===== config.mk =====
export PLATFORM = sky130hd
export DESIGN_NAME = ddr_init_seq
export DESIGN_NICKNAME = d
export VERILOG_FILES = /design/src/rtl/ddr_init_pkg.sv /design/src/rtl/ddr_init_timer.sv /design/src/rtl/ddr_init_cmd_enc.sv /design/src/rtl/ddr_init_seq.sv
export SDC_FILE = /design/constraint.sdc
export NUM_CORES = 1
export LEC_CHECK = 0
export BUFFER_PORTS_ARGS = -buffer_cell sky130_fd_sc_hd__buf_4
export CAP_MARGIN = 10
export CORE_MARGIN = 5
export CORE_UTILIZATION = 47
export DETAILED_ROUTE_END_ITERATION = 10
export MAX_ROUTING_LAYER = met4
export PLACE_DENSITY = 0.77
export SYNTH_ARGS = -nofsm -noshare
export SYNTH_HDL_FRONTEND = slang
export SYNTH_SLANG_ARGS = --single-unit

===== constraint.sdc =====
create_clock -name clk -period 2.1 [get_ports clk]
set_input_delay 0.21 -clock clk [delete_from_list [all_inputs] [get_ports clk]]
set_output_delay 0.21 -clock clk [all_outputs]
set_load 0.01 [all_outputs]

===== src/rtl/ddr_init_pkg.sv =====
package ddr_init_pkg;

   // Pin order: {cs_n, ras_n, cas_n, we_n}
   typedef enum logic [3:0] {
      CMD_LMR   = 4'b0000,
      CMD_REF   = 4'b0001,
      CMD_PRE   = 4'b0010,
      CMD_NOP   = 4'b0111,
      CMD_DESEL = 4'b1111
   } cmd_t;

   typedef enum logic [4:0] {
      ST_PWRUP,
      ST_CKE,
      ST_PRE1,
      ST_W_PRE1,
      ST_EMR,
      ST_W_EMR,
      ST_MRS_RST,
      ST_W_MRS_RST,
      ST_PRE2,
      ST_W_PRE2,
      ST_REF1,
      ST_W_REF1,
      ST_REF2,
      ST_W_REF2,
      ST_MRS,
      ST_W_MRS,
      ST_DLL_WAIT,
      ST_DONE
   } step_t;

endpackage


===== src/rtl/ddr_init_timer.sv =====
module ddr_init_timer #(
   parameter int WIDTH   = 16,
   parameter int RST_VAL = 0
) (
   input  logic             clk,
   input  logic             rst_n,
   input  logic             load,
   input  logic [WIDTH-1:0] load_val,
   output logic             zero
);

   logic [WIDTH-1:0] count;

   always_ff @(posedge clk or negedge rst_n) begin
      if (!rst_n)
         count <= WIDTH'(RST_VAL);
      else if (load)
         count <= load_val;
      else if (count != '0)
         count <= count - 1'b1;
   end

   assign zero = (count == '0);

   // Timer must saturate at zero, never wrapping into a fresh wait
   assert_zero_holds_R8: assert property (@(posedge clk) disable iff (!rst_n)
      (zero && !load) |=> zero);

   // Each idle cycle removes exactly one cycle from the pending wait
   assert_counts_down_R8: assert property (@(posedge clk) disable iff (!rst_n)
      (!zero && !load) |=> (count == $past(count) - 1'b1));

endmodule


===== src/rtl/ddr_init_cmd_enc.sv =====
module ddr_init_cmd_enc
   import ddr_init_pkg::*;
#(
   parameter int ROW_W       = 13,
   parameter int BA_W        = 2,
   parameter int DLL_RST_BIT = 8,
   parameter int DLL_DIS_BIT = 0,
   parameter int AP_BIT      = 10
) (
   input  step_t            step,
   input  logic [ROW_W-1:0] mode_word,
   input  logic [ROW_W-1:0] ext_mode_word,
   output cmd_t             cmd,
   output logic [BA_W-1:0]  ba,
   output logic [ROW_W-1:0] addr
);

   localparam logic [ROW_W-1:0] RST_MASK = ROW_W'(1) << DLL_RST_BIT;
   localparam logic [ROW_W-1:0] DIS_MASK = ROW_W'(1) << DLL_DIS_BIT;
   localparam logic [ROW_W-1:0] AP_MASK  = ROW_W'(1) << AP_BIT;
   localparam logic [BA_W-1:0]  BA_BASE  = BA_W'(0);
   localparam logic [BA_W-1:0]  BA_EXT   = BA_W'(1);

   always_comb begin
      cmd  = CMD_NOP;
      ba   = '0;
      addr = '0;
      unique case (step)
         ST_PRE1, ST_PRE2: begin
            cmd  = CMD_PRE;
            addr = AP_MASK;
         end
         ST_EMR: begin
            cmd  = CMD_LMR;
            ba   = BA_EXT;
            addr = ext_mode_word & ~DIS_MASK;
         end
         ST_MRS_RST: begin
            cmd  = CMD_LMR;
            ba   = BA_BASE;
            addr = mode_word | RST_MASK;
         end
         ST_MRS: begin
            cmd  = CMD_LMR;
            ba   = BA_BASE;
            addr = mode_word & ~RST_MASK;
         end
         ST_REF1, ST_REF2: cmd = CMD_REF;
         default: ;
      endcase
   end

endmodule


===== src/rtl/ddr_init_seq.sv =====
module ddr_init_seq
   import ddr_init_pkg::*;
#(
   parameter int ROW_W         = 13,
   parameter int BA_W          = 2,
   parameter int CLK_PERIOD_PS = 10000,
   parameter int PWRUP_US      = 200,
   parameter int T_RP          = 3,
   parameter int T_MRD         = 2,
   parameter int T_RFC         = 8,
   parameter int DLL_LOCK_CYC  = 200,
   parameter int DLL_RST_BIT   = 8,
   parameter int DLL_DIS_BIT   = 0,
   parameter int AP_BIT        = 10
) (
   input  logic             clk,
   input  logic             rst_n,
   input  logic [ROW_W-1:0] mode_word,
   input  logic [ROW_W-1:0] ext_mode_word,
   output logic             cke,
   output logic             cs_n,
   output logic             ras_n,
   output logic             cas_n,
   output logic             we_n,
   output logic [BA_W-1:0]  ba,
   output logic [ROW_W-1:0] addr,
   output logic             init_done
);

   localparam int PWRUP_CYC = (PWRUP_US * 1000000 + CLK_PERIOD_PS - 1) / CLK_PERIOD_PS;
   localparam int GAP_MAX1  = (T_RP > T_MRD) ? T_RP : T_MRD;
   localparam int GAP_MAX   = (GAP_MAX1 > T_RFC) ? GAP_MAX1 : T_RFC;
   localparam int STEP_MAX  = (PWRUP_CYC > GAP_MAX) ? PWRUP_CYC : GAP_MAX;
   localparam int STEP_W    = $clog2(STEP_MAX + 1);
   localparam int DLL_W     = $clog2(DLL_LOCK_CYC + 1);

   // Elaboration-time parameter checks
   if (T_RP < 2 || T_MRD < 2 || T_RFC < 2) begin : g_bad_gap
      $error("command gaps must be at least two cycles");
   end
   if (DLL_LOCK_CYC < 1 || PWRUP_CYC < 2) begin : g_bad_wait
      $error("power-up and DLL waits must be positive");
   end
   if (DLL_RST_BIT >= ROW_W || DLL_DIS_BIT >= ROW_W || AP_BIT >= ROW_W) begin : g_bad_bit
      $error("control bit positions exceed address width");
   end
   if (BA_W < 2) begin : g_bad_ba
      $error("bank address must be at least two bits");
   end

   step_t             step_q, step_d;
   logic              step_load;
   logic [STEP_W-1:0] step_val;
   logic              step_zero;
   logic              dll_load;
   logic              dll_zero;
   cmd_t              cmd;

   always_ff @(posedge clk or negedge rst_n) begin
      if (!rst_n) step_q <= ST_PWRUP;
      else        step_q <= step_d;
   end

   // Next step: command steps last one cycle, wait steps end on timer zero
   always_comb begin
      step_d = step_q;
      unique case (step_q)
         ST_PWRUP:     if (step_zero) step_d = ST_CKE;
         ST_CKE:       step_d = ST_PRE1;
         ST_PRE1:      step_d = ST_W_PRE1;
         ST_W_PRE1:    if (step_zero) step_d = ST_EMR;
         ST_EMR:       step_d = ST_W_EMR;
         ST_W_EMR:     if (step_zero) step_d = ST_MRS_RST;
         ST_MRS_RST:   step_d = ST_W_MRS_RST;
         ST_W_MRS_RST: if (step_zero) step_d = ST_PRE2;
         ST_PRE2:      step_d = ST_W_PRE2;
         ST_W_PRE2:    if (step_zero) step_d = ST_REF1;
         ST_REF1:      step_d = ST_W_REF1;
         ST_W_REF1:    if (step_zero) step_d = ST_REF2;
         ST_REF2:      step_d = ST_W_REF2;
         ST_W_REF2:    if (step_zero) step_d = ST_MRS;
         ST_MRS:       step_d = ST_W_MRS;
         ST_W_MRS:     if (step_zero) step_d = ST_DLL_WAIT;
         ST_DLL_WAIT:  if (dll_zero) step_d = ST_DONE;
         ST_DONE:      step_d = ST_DONE;
         default:      step_d = ST_PWRUP;
      endcase
   end

   // Gap timer: loaded on a command cycle with (gap - 2)
   always_comb begin
      step_load = 1'b1;
      step_val  = '0;
      unique case (step_q)
         ST_PRE1, ST_PRE2:           step_val = STEP_W'(T_RP - 2);
         ST_EMR, ST_MRS_RST, ST_MRS: step_val = STEP_W'(T_MRD - 2);
         ST_REF1, ST_REF2:           step_val = STEP_W'(T_RFC - 2);
         default:                    step_load = 1'b0;
      endcase
   end

   ddr_init_timer #(
      .WIDTH   (STEP_W),
      .RST_VAL (PWRUP_CYC - 1)
   ) u_step_timer (
      .clk      (clk),
      .rst_n    (rst_n),
      .load     (step_load),
      .load_val (step_val),
      .zero     (step_zero)
   );

   // DLL lock timer runs alongside the rest of the sequence
   assign dll_load = (step_q == ST_MRS_RST);

   ddr_init_timer #(
      .WIDTH   (DLL_W),
      .RST_VAL (0)
   ) u_dll_timer (
      .clk      (clk),
      .rst_n    (rst_n),
      .load     (dll_load),
      .load_val (DLL_W'(DLL_LOCK_CYC - 1)),
      .zero     (dll_zero)
   );

   ddr_init_cmd_enc #(
      .ROW_W       (ROW_W),
      .BA_W        (BA_W),
      .DLL_RST_BIT (DLL_RST_BIT),
      .DLL_DIS_BIT (DLL_DIS_BIT),
      .AP_BIT      (AP_BIT)
   ) u_cmd_enc (
      .step          (step_q),
      .mode_word     (mode_word),
      .ext_mode_word (ext_mode_word),
      .cmd           (cmd),
      .ba            (ba),
      .addr          (addr)
   );

   assign {cs_n, ras_n, cas_n, we_n} = cmd;
   assign cke       = (step_q != ST_PWRUP);
   assign init_done = (step_q == ST_DONE);

   assert_no_cmd_cke_low_R2: assert property (@(posedge clk) disable iff (!rst_n)
      !cke |-> ({cs_n, ras_n, cas_n, we_n} == CMD_NOP));

   assert_cke_sticky_R2: assert property (@(posedge clk) disable iff (!rst_n)
      cke |=> cke);

   assert_done_sticky_R9: assert property (@(posedge clk) disable iff (!rst_n)
      init_done |=> init_done);

   assert_done_after_lock_R9: assert property (@(posedge clk) disable iff (!rst_n)
      init_done |-> dll_zero);

   assert_done_pins_idle_R10: assert property (@(posedge clk) disable iff (!rst_n)
      init_done |-> ({cs_n, ras_n, cas_n, we_n} == CMD_NOP && addr == '0 && ba == '0));

   assert_single_cmd_cycle_R8: assert property (@(posedge clk) disable iff (!rst_n)
      ({cs_n, ras_n, cas_n, we_n} != CMD_NOP) |=> ({cs_n, ras_n, cas_n, we_n} == CMD_NOP));

endmodule


==> Word level (Yosys, flattened, before mapping) <==
Index checks and enable logic that the tools add are counted.
{ "op_classes": {"add_sub_neg": 2, "multipliers": 0, "div": 0, "n_lt_le_gt_ge": 0, "eq_ne": 26, "shifts": 0, "mux": 19, "bitwise_logic": 0, "n_reduce_logical": 13} }
{ "op_table": {"columns": ["op", "count"], "rows": [
  ["case mux 5 bit (18 select lines)", 1],
  ["case mux 13 bit (4 select lines)", 1],
  ["two-way mux 5 bit", 9],
  ["== test 5 x 4 -> 1 bit (second input constant)", 8],
  ["two-way mux 15 bit", 2],
  ["== test 5 x 3 -> 1 bit (second input constant)", 4],
  ["inequality test 2 bit (second input constant)", 9],
  ["two-way mux 8 bit", 2],
  ["zero test 15 bit", 1],
  ["nonzero test 15 bit", 1],
  ["subtractor 15 x 1 -> 15 bit (second input constant)", 1],
  ["== test 5 x 2 -> 1 bit (second input constant)", 2],
  ["== test 5 bit (second input constant)", 2],
  ["case mux 3 bit (3 select lines)", 1],
  ["AND reduction 9 bit", 1],
  ["zero test 8 bit", 1],
  ["nonzero test 8 bit", 1],
  ["subtractor 8 x 1 -> 8 bit (second input constant)", 1],
  ["OR reduction 7 bit", 1],
  ["case mux 3 bit (2 select lines)", 1],
  ["== test 5 x 1 -> 1 bit (second input constant)", 1],
  ["zero test 5 bit", 1],
  ["nonzero test 5 bit", 1],
  ["nonzero test 2 bit", 2],
  ["3 further kinds", 5]
]} }
{ "word_totals": {"regBits": 28, "latchBits": 0, "ram_bits": 0, "romBits": 0, "in_bits": 28, "output_inout_bits": 21, "elab_cells": 63, "n_memories": 0} }

==> Longest topological paths before layout <==
Gate-level depths: netlist of the first run.
{ "depth": {"ltp_word": 4, "ltp_mapped": 8, "depth_no_buf": 6} }

==> Modules after synthesis <==
Synthesis of the first run repeated with hierarchy kept, for this count alone.
{ "unflattened": {"cells_unflattened": 204, "area_unflattened_um2": 1931.9} }
{ "modules_own_cells": {"columns": ["module", "instances", "cells_per_inst", "area_per_inst_um2", "seq_area_each_um2"], "rows": [
  ["ddr_init_timer at u_step_timer", 1, 79, 840.8, 386.6],
  ["ddr_init_timer at u_dll_timer", 1, 54, 476.7, 200.2],
  ["ddr_init_seq", 1, 38, 370.4, 125.1],
  ["ddr_init_cmd_enc", 1, 33, 244.0, 0.0]
]} }

==> Least setup slack after synthesis of the first run <==
No wires, ideal clock.
{ "synth_path": {"path_kind": "reg-to-reg", "start": "reg u_step_timer.count[1]", "end": "reg u_step_timer.count[1]", "setup_ns": 0.075, "t_arrival_ns": 1.951, "t_required_ns": 2.025, "path_slack_ns": 0.074, "stages_incl_launch_ff": 9, "path_buffers": 2, "synth_period_minus_slack_ns": 2.026, "path_cell_list": "dfstp_2 > inv_1 > ha_1 > nor3b_1 > and4_1 > clkbuf_1 > buf_2 > mux2i_1 > a2bb2oi_1"} }
{ "synth_via": {"elab_chain_len": 3, "word_cells_on_any_way": 5, "cone_classes": "1 x add/sub; 2 x mux; 2 x reduce/logical"} }
{ "synth_rtl": {"columns": ["item", "line", "source"], "rows": [
  ["start, declared", "ddr_init_timer.sv:12", "logic [WIDTH-1:0] count;"],
  ["start signal, assigned", "ddr_init_timer.sv:16", "count <= WIDTH'(RST_VAL);"],
  ["start signal, assigned", "ddr_init_timer.sv:18", "count <= load_val;"],
  ["start signal, assigned", "ddr_init_timer.sv:20", "count <= count - 1'b1;"],
  ["subtractor 15 x 1 -> 15 bit", "ddr_init_timer.sv:20", null],
  ["two-way mux 15 bit", "ddr_init_timer.sv:19", "else if (count != '0)"],
  ["two-way mux 15 bit", "ddr_init_timer.sv:17", "else if (load)"]
]} }
Parallel ways exist; a longest one is shown, timed or not. The select of a mux whose other input is x is not followed.
A chain may end at the register's enable or synchronous reset.

==> Worst setup path in the final report of the first run <==
{ "layout_path": {"start": "reg u_step_timer.count[0]", "end": "reg u_step_timer.count[11]"} }
Same word-level chain as after synthesis.

==> flow_summary.ini, run 1 <==
[worst_setup_path]
crit_type = reg -> reg
worst_setup_path_startpoint = u_step_timer.count[0]
worstPathCellList = or3_4 > or4_4 > or4_1 > a21oi_1
r2r-start = u_step_timer.count[0]
rrSetupSlack_ns = 0.09
cp_max_fo = 8
slowest_delay_ns = 0.52
cp_slowest_cell = or4_1
worstSetupStartpointType = register
cp.required_ns = 2.31
cp-end-kind = register
worstReg2RegEnd = u_step_timer.count[11]
arrival_ns = 2.23
worstRegToRegCells = 4

[die]
start_util_pct = 48.2
ios = 49
dieArea_mm2 = 0.00508
die_x_um = 71.2
num_rows = 22
core_mm2 = 0.00366
chipHeight_um = 71.2

[layout]
layout-drive-gt1-share_pct = 31.7
final_cell_mix = buf_4 (52), dfrtp_1 (19), nand2_1 (18), nor2_1 (12)
fin_nets = 275
areaGrowthSynthToFinish_pct = 27.0
final_area_mm2 = 0.00224
layout_commonest_cell = buf_4
fillers = 333
stdcell_count = 291
diodes = 0

[route]
routed_via_density = 5.74
wl_per_cell_um = 13.9
ant_nets = 0
first_iter_violations = 70
drt_pass1_iterations = 4
routed-via-count = 1670
wirelength_mm = 4.04
drc = 0

[grt]
track_usage_pct = 17.1
top_usage_layer = met2
antenna_found_initial = 0
grt_pass1_vias = 1608
grt_max_degree = 29
met2_usage_pct = 27.0
grtUsageMet3_pct = 1.96
grt-ovfl-total = 0
grt_pass1_wl_mm = 6.94
grt_util_met1_pct = 22.5

[power_and_ir_drop]
leakagePower_nw = 1.07
p_per_area_mw_per_mm2 = 414
power_mw = 0.927
peakVddDrop_mv = 0.197

[place]
dp_hpwl_mm = 3.01
dp_cells = 286
place_area_mm2 = 0.00216
io_buffer_count = 44
place.gp.congestion = 0.781

[clocking]
clk_latency_ns = 0.28
cts_max_level = 1
clk_pin_slew_ns = 0.10
clk_path_buf_depth = 2
clock_sinks = 28
cts_setup_buffers = 0
cts-root-buf = clkbuf_8
cts_buffers = 3
cts_tree = built

[yosys]
syn_area_mm2 = 0.00176
synth_edf_count = 0
synth_flop_cell = dfrtp_1
seq_area_frac_synth_pct = 40.4
ys_types = 48
ys_seq_elements = 28
avgSynthCellArea_um2 = 8.86
ys_warn_count = 0
synth_cells = 199
async_flop_share_pct = 100

[sta]
fin_crit_sh_pct = 95.8
max_clock_freq_ghz = 0.497
final-setup-viol-count = 0
tightestPinTransition_ns = 0.496
drv_slew = 0
tns_ns = 0
finalHoldViolations = 0
fin_crit_ns = 2.01
relSlewSlack_pct = 66.7
rsz0062_at_grt = no
skew_ns = 0.00709

[hold_path]
worstHoldPathType = in -> async

[job]
drv_cap = 0

[status]
status = finished, final reports clean
## flip-flops by register name (all words and copies together) (netlist names)
name and flops:
u_step_timer.count 15, u_dll_timer.count 8, step_q 5
## worst max-delay path by stage
stage,endpoint,cells past startpoint,slack [ns]
after floorplan,u_step_timer.count[1],8,0.07
after global placement,u_step_timer.count[9],4,0.06
after detailed placement,u_step_timer.count[11],4,0.02
after CTS,addr[3],5,0.06
after global routing,u_step_timer.count[11],4,0.009
final,u_step_timer.count[11],4,0.09
## worst max-delay path, delay by kind of cell (launching register included)
kind             cells  cell delay, ns
flip-flops           1            0.39
AO/OA/AOI/OAI        1            0.16
AND/OR/NAND/NOR      3            1.40
## routing by layer
layer,part of all wire (%),vias to the layer above
li1,-,813
met3,5.5,5
met1,47,796
met5,0,-
met2,46,56
met4,1.6,0
## timing repair
| action | 4_1_cts | 5_1_grt |
|---|---|---|
| pin swaps | 0 | 1 |
| hold buffers | 1 | 0 |
| hold endpoints to repair | 19 | 0 |
| endpoints found under the setup margin | 1 | 13 |
| gates resized for setup | 1 | 3 |
## area by class of cell
| type | count | area (um2) | share of cell area (%) |
|---|---|---|---|
| multi-input cells | 151 | 986 | 44.0 |
| flip-flops and latches | 28 | 712 | 31.8 |
| repair buffers | 53 | 400 | 17.9 |
| well taps | 48 | 60.1 | 2.68 |
| clock buffers | 4 | 55.1 | 2.46 |
| inverters | 7 | 26.3 | 1.17 |
## cell usage after synthesis (6+ instances only)
master	n	area share [%]
nor2_1	12	2.6
or3_1	7	2.5
nand2_1	18	3.8
nor3_1	6	1.7
dfrtp_1	19	27
or4_1	7	3.0
inv_1	7	1.5
clkbuf_1	10	2.1
a21oi_1	11	3.1
o21ai_0	11	3.1
a22o_1	10	5.0
dfstp_2	9	13
## stage by stage
stage,hold WS (ns),setup WS (ns),util [%]
5_1_grt,0.450,0.00850,61.2
2_1_floorplan,-0.0856,0.0740,-
6_report,0.403,0.0878,61.2
3_5_place_dp,0.149,0.0186,59.0
3_3_place_gp,0.150,0.0612,59.0
4_1_cts,0.389,0.0629,60.9
## report_power, final
group | switching (mW) | internal, mW
registers | 0 | 0.540
logic | 0.0182 | 0.0303
clock network | 0.171 | 0.168
## cells by family after synthesis
logic type | after synthesis | share of synthesized area [%]
DFF | 28 | 40.4
and+or+nand+nor | 82 | 25.5
buffers and inverters | 21 | 5.04
muxes | 7 | 4.12
AOI/OAI and AO/OA | 52 | 20.2
xor gates and xnor gates | 5 | 2.48
other | 1 | 0.213
adders and majority gates | 3 | 2.13
(Power assumes the default switching activity.)
==> inputs of run 2 (changes only) <==
--- a/config.mk
+++ b/config.mk
@@ -10,6 +10,7 @@
 export CORE_MARGIN = 5
 export CORE_UTILIZATION = 47
 export DETAILED_ROUTE_END_ITERATION = 10
+export GPL_TIMING_DRIVEN = 0
 export MAX_ROUTING_LAYER = met4
 export PLACE_DENSITY = 0.77
 export SYNTH_ARGS = -nofsm -noshare
==> flow_summary.ini, run 2 (synthesis results as in run 1) <==
[die]
die_x_um = 71.2
chipHeight_um = 71.2
dieArea_mm2 = 0.00508
ios = 49
core_mm2 = 0.00366
start_util_pct = 48.2
num_rows = 22

[clocking]
cts_max_level = 1
clk_pin_slew_ns = 0.10
clock_sinks = 28
cts_tree = built
cts_buffers = 3
clk_latency_ns = 0.27
cts-root-buf = clkbuf_8
clk_path_buf_depth = 2

[layout]
final_cell_mix = buf_4 (51), nand2_1 (18), dfrtp_1 (17), nor2_1 (12), o21ai_0 (11)
top_regs = u_step_timer.count: 15 flops, u_dll_timer.count: 8 flops, step_q: 5 flops
layout_commonest_cell = buf_4
postLayoutCoreUtil_pct = 63.5
fillers = 300
regMostFlops = u_step_timer.count
regArea_um2 = 714
fin_nets = 282
areaGrowthSynthToFinish_pct = 31.8
diodes = 0
layout-drive-gt1-share_pct = 34.8
multi_input_area_mm2 = 0.00102
largest_register_ff_count = 15

[grt]
grt_pass1_vias = 1719
grt-ovfl-total = 0
grt_pass1_wl_mm = 7.36
grt_max_degree = 29
antenna_found_initial = 0
track_usage_pct = 17.6

[sta]
relSlewSlack_pct = 65.0
tightestPinTransition_ns = 0.521
final-setup-viol-count = 0
rsz0062_at_grt = yes
skew_ns = 0.00260
finalHoldViolations = 0
drv_slew = 0
max_clock_freq_ghz = 0.480
whs_ns = 0.379
fin_crit_ns = 2.08
tns_ns = 0
fin_crit_sh_pct = 99.1

[power_and_ir_drop]
p_per_area_mw_per_mm2 = 437
peakVddDrop_mv = 0.268
leakagePower_nw = 1.12

[place]
dp_hpwl_mm = 3.11
io_buffer_count = 44
place.gp.congestion = 0.814

[route]
wl_per_cell_um = 14.0
wirelength_mm = 4.18
routed_via_density = 5.61
drc = 0
ant_nets = 0
drt_pass1_iterations = 4
first_iter_violations = 70
routed-via-count = 1672

[hold_path]
worstHoldPathType = in -> async

[worst_setup_path]
cp_max_fo = 8
cp.required_ns = 2.31
worstSetupStartpointType = register
crit_type = reg -> reg
arrival_ns = 2.29
cp-end-kind = register

[job]
drv_cap = 0

[status]
status = finished, final reports clean
-- run 2: per-layer routing --
metal,wire (um),track usage [%]
met1,1890,22.1
met2,2080,30.0
met3,211,2.10
met4,0,4.59
met5,0,-
-- run 2: final cells by class --
type / count / area share [%]
Buffer: 12 / 3.12
Clock buffer: 3 / 1.78
Clock inverter: 1 / 1.29
Inverter: 7 / 1.13
Multi-Input combinational cell: 151 / 43.7
Sequential cell: 28 / 30.7
Tap cell: 48 / 2.58
Timing Repair Buffer: 48 / 15.6
-- run 2: final timing paths --
kind / startpoint / end / slack, ns / depth (start not counted)
worst max-delay path: u_step_timer.count[2] / u_step_timer.count[9] / 0.02 / 5
worst min-delay path: rst_n / step_q[1] / 0.38 / 2
worst max register to register: u_step_timer.count[2] / u_step_timer.count[9] / 0.02 / 5
worst min register to register: u_step_timer.count[14] / u_step_timer.count[14] / 0.49 / 1
max in group asynchronous: rst_n / u_step_timer.count[9] / 1.41 / 2
min in group clk: u_step_timer.count[14] / u_step_timer.count[14] / 0.49 / 1
-- run 2: metrics by stage --
| stage | instance area [um2] | cells | power, mW | setup slack (ns) |
|---|---|---|---|---|
| after floorplan | 1770 | 200 | 0.554 | 0.0740 |
| after global placement | 2160 | 292 | 0.599 | -0.316 |
| after detailed placement | 2160 | 292 | 0.600 | -0.304 |
| after CTS | 2270 | 297 | 1.03 | 0.00155 |
| after global routing | 2320 | 298 | 1.05 | -0.0280 |
| final | 2320 | 298 | 1.02 | 0.0181 |
-- run 2: power by group --
part	internal (mW)	switching, mW	total [mW]
clock network	0.255	0.169	0.425
registers	0.540	0	0.540
logic	0.0327	0.0183	0.0510
total	0.828	0.188	1.02
-- run 2: what timing repair did --
action                                  in CTS  in global routing
endpoints found under the hold margin       19                  0
hold buffers                                 1                  0
cloned                                       1                  0
pin swaps                                    2                  4
gates resized for setup                     10                 20
endpoints found under the setup margin      26                 22
buffers inserted                             1                  1
-- run 2: worst max-delay path, stage by stage, from the launching register on --
cell and delay [ns]:
dfstp_2 0.40, or3_4 0.39, or4_4 0.43, buf_6 0.15
or4_4 0.50, a21oi_2 0.15
==> inputs of run 3 (changes only) <==
--- a/config.mk
+++ b/config.mk
@@ -5,14 +5,15 @@
 export SDC_FILE = /design/constraint.sdc
 export NUM_CORES = 1
 export LEC_CHECK = 0
+export ABC_AREA = 1
 export BUFFER_PORTS_ARGS = -buffer_cell sky130_fd_sc_hd__buf_4
 export CAP_MARGIN = 10
 export CORE_MARGIN = 5
-export CORE_UTILIZATION = 47
+export CORE_UTILIZATION = 49
 export DETAILED_ROUTE_END_ITERATION = 10
 export GPL_TIMING_DRIVEN = 0
 export MAX_ROUTING_LAYER = met4
-export PLACE_DENSITY = 0.77
+export PLACE_DENSITY = 0.78
 export SYNTH_ARGS = -nofsm -noshare
 export SYNTH_HDL_FRONTEND = slang
 export SYNTH_SLANG_ARGS = --single-unit
==> flow_summary.ini, run 3 <==
[place]
dp_cells = 387
place_area_mm2 = 0.00247
dp_hpwl_mm = 3.90
io_buffer_count = 44
place.gp.congestion = 0.908

[worst_setup_path]
cp_max_fo = 10
cp.required_ns = 1.89
critical_path.top_delay_family = buffers and inverters
worstPathCellList = inv_1 > nand2_1 > nor2_4 > nand2_1 > inv_1 > clkbuf_4 > a32o_1 > buf_4
cp.depth = 8
cp-end-kind = primary output
cp_num_buf_inv = 4
crit_type = reg -> out
worstSetupStartpointType = register
slowest_delay_ns = 0.43
arrival_ns = 1.73
worstRegToRegCells = 9
cp_slowest_cell = dfrtp_1

[route]
first_iter_violations = 75
wirelength_mm = 4.94
drc = 0
routed_via_density = 5.18
drt_pass1_iterations = 4
ant_nets = 0
routed-via-count = 2030
wl_per_cell_um = 12.6

[clocking]
clock_sinks = 28
cts_max_level = 1
cts_buffers = 3
clk_path_buf_depth = 2
clk_latency_ns = 0.27
cts_tree = built
cts-root-buf = clkbuf_8
clk_pin_slew_ns = 0.09

[grt]
grt_max_degree = 29
track_usage_pct = 20.3
grt-ovfl-total = 0
grt_pass1_wl_mm = 8.70
grt_pass1_vias = 1908
antenna_found_initial = 0

[status]
status = finished, final reports clean

[yosys]
avgSynthCellArea_um2 = 7.09
ys_types = 35
synth_cells = 292
ys_seq_elements = 28
yosysMostFrequentCell = nand2_1
seq_area_frac_synth_pct = 34.4
ys_warn_count = 0
synth_top_cell_by_area = dfrtp_1
yosys-top-cells-area = dfrtp_1 (23%), dfstp_2 (11%), nand2_1 (11%), nor2_1 (8.0%), inv_1 (7.1%)
synth_flop_cell = dfrtp_1
synth_edf_count = 0
async_flop_share_pct = 100
syn_area_mm2 = 0.00207
synth_top_area_share_pct = 23.0
synth_commonest_cells = nand2_1 (58), nor2_1 (44), inv_1 (39), nand3_1 (29), dfrtp_1 (19)

[sta]
fin_crit_ns = 1.94
drv_slew = 0
finalHoldViolations = 0
skew_ns = 0.00260
max_clock_freq_ghz = 0.515
fin_crit_sh_pct = 92.4
tns_ns = 0
whs_ns = 0.392
final-setup-viol-count = 0

[layout]
final_cell_mix = nand2_1 (58), buf_4 (46), nor2_1 (43), inv_1 (39), nand3_1 (29)
areaGrowthSynthToFinish_pct = 22.3
layout-drive-gt1-share_pct = 26.3
stdcell_count = 392
largest_register_ff_count = 15
postLayoutCoreUtil_pct = 62.4
top_regs = u_step_timer.count: 15 flops, u_dll_timer.count: 8 flops, step_q: 5 flops
regMostFlops = u_step_timer.count
fillers = 354
regArea_um2 = 712
fin_nets = 374
diodes = 0
multi_input_area_mm2 = 0.00117
layout_commonest_cell = nand2_1
final_area_mm2 = 0.00253

[power_and_ir_drop]
leakagePower_nw = 1.37
p_per_area_mw_per_mm2 = 349
peakVddDrop_mv = 0.299

[die]
core_mm2 = 0.00406
ios = 49
start_util_pct = 51.0
chipHeight_um = 75.0
num_rows = 23
dieArea_mm2 = 0.00562
die_x_um = 75.0

[job]
drv_cap = 0

[hold_path]
worstHoldPathType = in -> async
run 3: cell count changes after synthesis, moves of 6 or more:
cell      change
nor2_2        +6
inv_1        +32
clkbuf_1     -10
a21oi_1       -7
nand2_2       +6
nor2_1       +32
or3_1         -7
or4_1         -7
a22o_1       -10
nand3_1      +25
a32o_1       +10
nand2_1      +40
run 3: worst paths after layout:
path / startpoint / to / slack [ns]
worst max-delay path: step_q[3] / addr[7] / 0.16
max in group asynchronous: rst_n / u_step_timer.count[0] / 1.40
worst min-delay path: rst_n / u_step_timer.count[7] / 0.39
min in group clk: u_step_timer.count[14] / u_step_timer.count[14] / 0.49
worst max register to register: u_step_timer.count[0] / step_q[1] / 0.27
worst min register to register: u_step_timer.count[14] / u_step_timer.count[14] / 0.49
run 3: timing repair:
item / in CTS / in global routing
hold buffers: 1 / 0
endpoints found under the setup margin: 0 / 9
gates resized for setup: 0 / 3
endpoints found under the hold margin: 19 / 0
setup buffers: 0 / 0
run 3: report_power, final:
group          total (mW)  switching (mW)  internal, mW  leakage [nW]
combinational      0.0514          0.0188        0.0327          1.02
clock               0.293           0.157         0.136        0.0228
sequential          0.540               0         0.540         0.328
total               0.884           0.176         0.708          1.37
run 3: routing by layer:
metal | GRT usage (%) | part of all wire (%) | vias up | wire, um
met1 | 26.2 | 43 | 934 | 2130
met5 | - | 0 | - | 0
met3 | 3.60 | 3.8 | 7 | 186
met2 | 33.0 | 52 | 43 | 2570
met4 | 5.14 | 1.1 | 0 | 53
li1 | - | - | 1046 | -
run 3: cell type report:
class                      instances  area share (%)
timing repair buffer              45            13.4
sequential                        28            28.1
multi-input combinational        215            46.2
buffer                             7            1.63
tap                               50            2.47
inverter                          43            6.38
clock buffer                       4            1.78
run 3: kinds of logic (layout without fill, tap and decap cells):
kind of cell | count (synthesis) | in the layout | share of synthesized area (%)
other cells | 1 | 2 | 0.181
xor+xnor | 10 | 10 | 4.23
simple gates | 171 | 171 | 39.4
compound gates | 29 | 29 | 10.3
buf+inv | 50 | 99 | 9.67
flops | 28 | 28 | 34.4
fa+ha+maj | 3 | 3 | 1.81
run 3: metrics by stage:
| stage | setup WS, ns | total power [mW] |
|---|---|---|
| final | 0.159 | 0.884 |
| after detailed placement | 0.289 | 0.600 |
| after CTS | 0.0635 | 0.904 |
| after global placement | 0.302 | 0.599 |
| after global routing | -0.0137 | 0.940 |
| after floorplan | 0.627 | 0.554 |
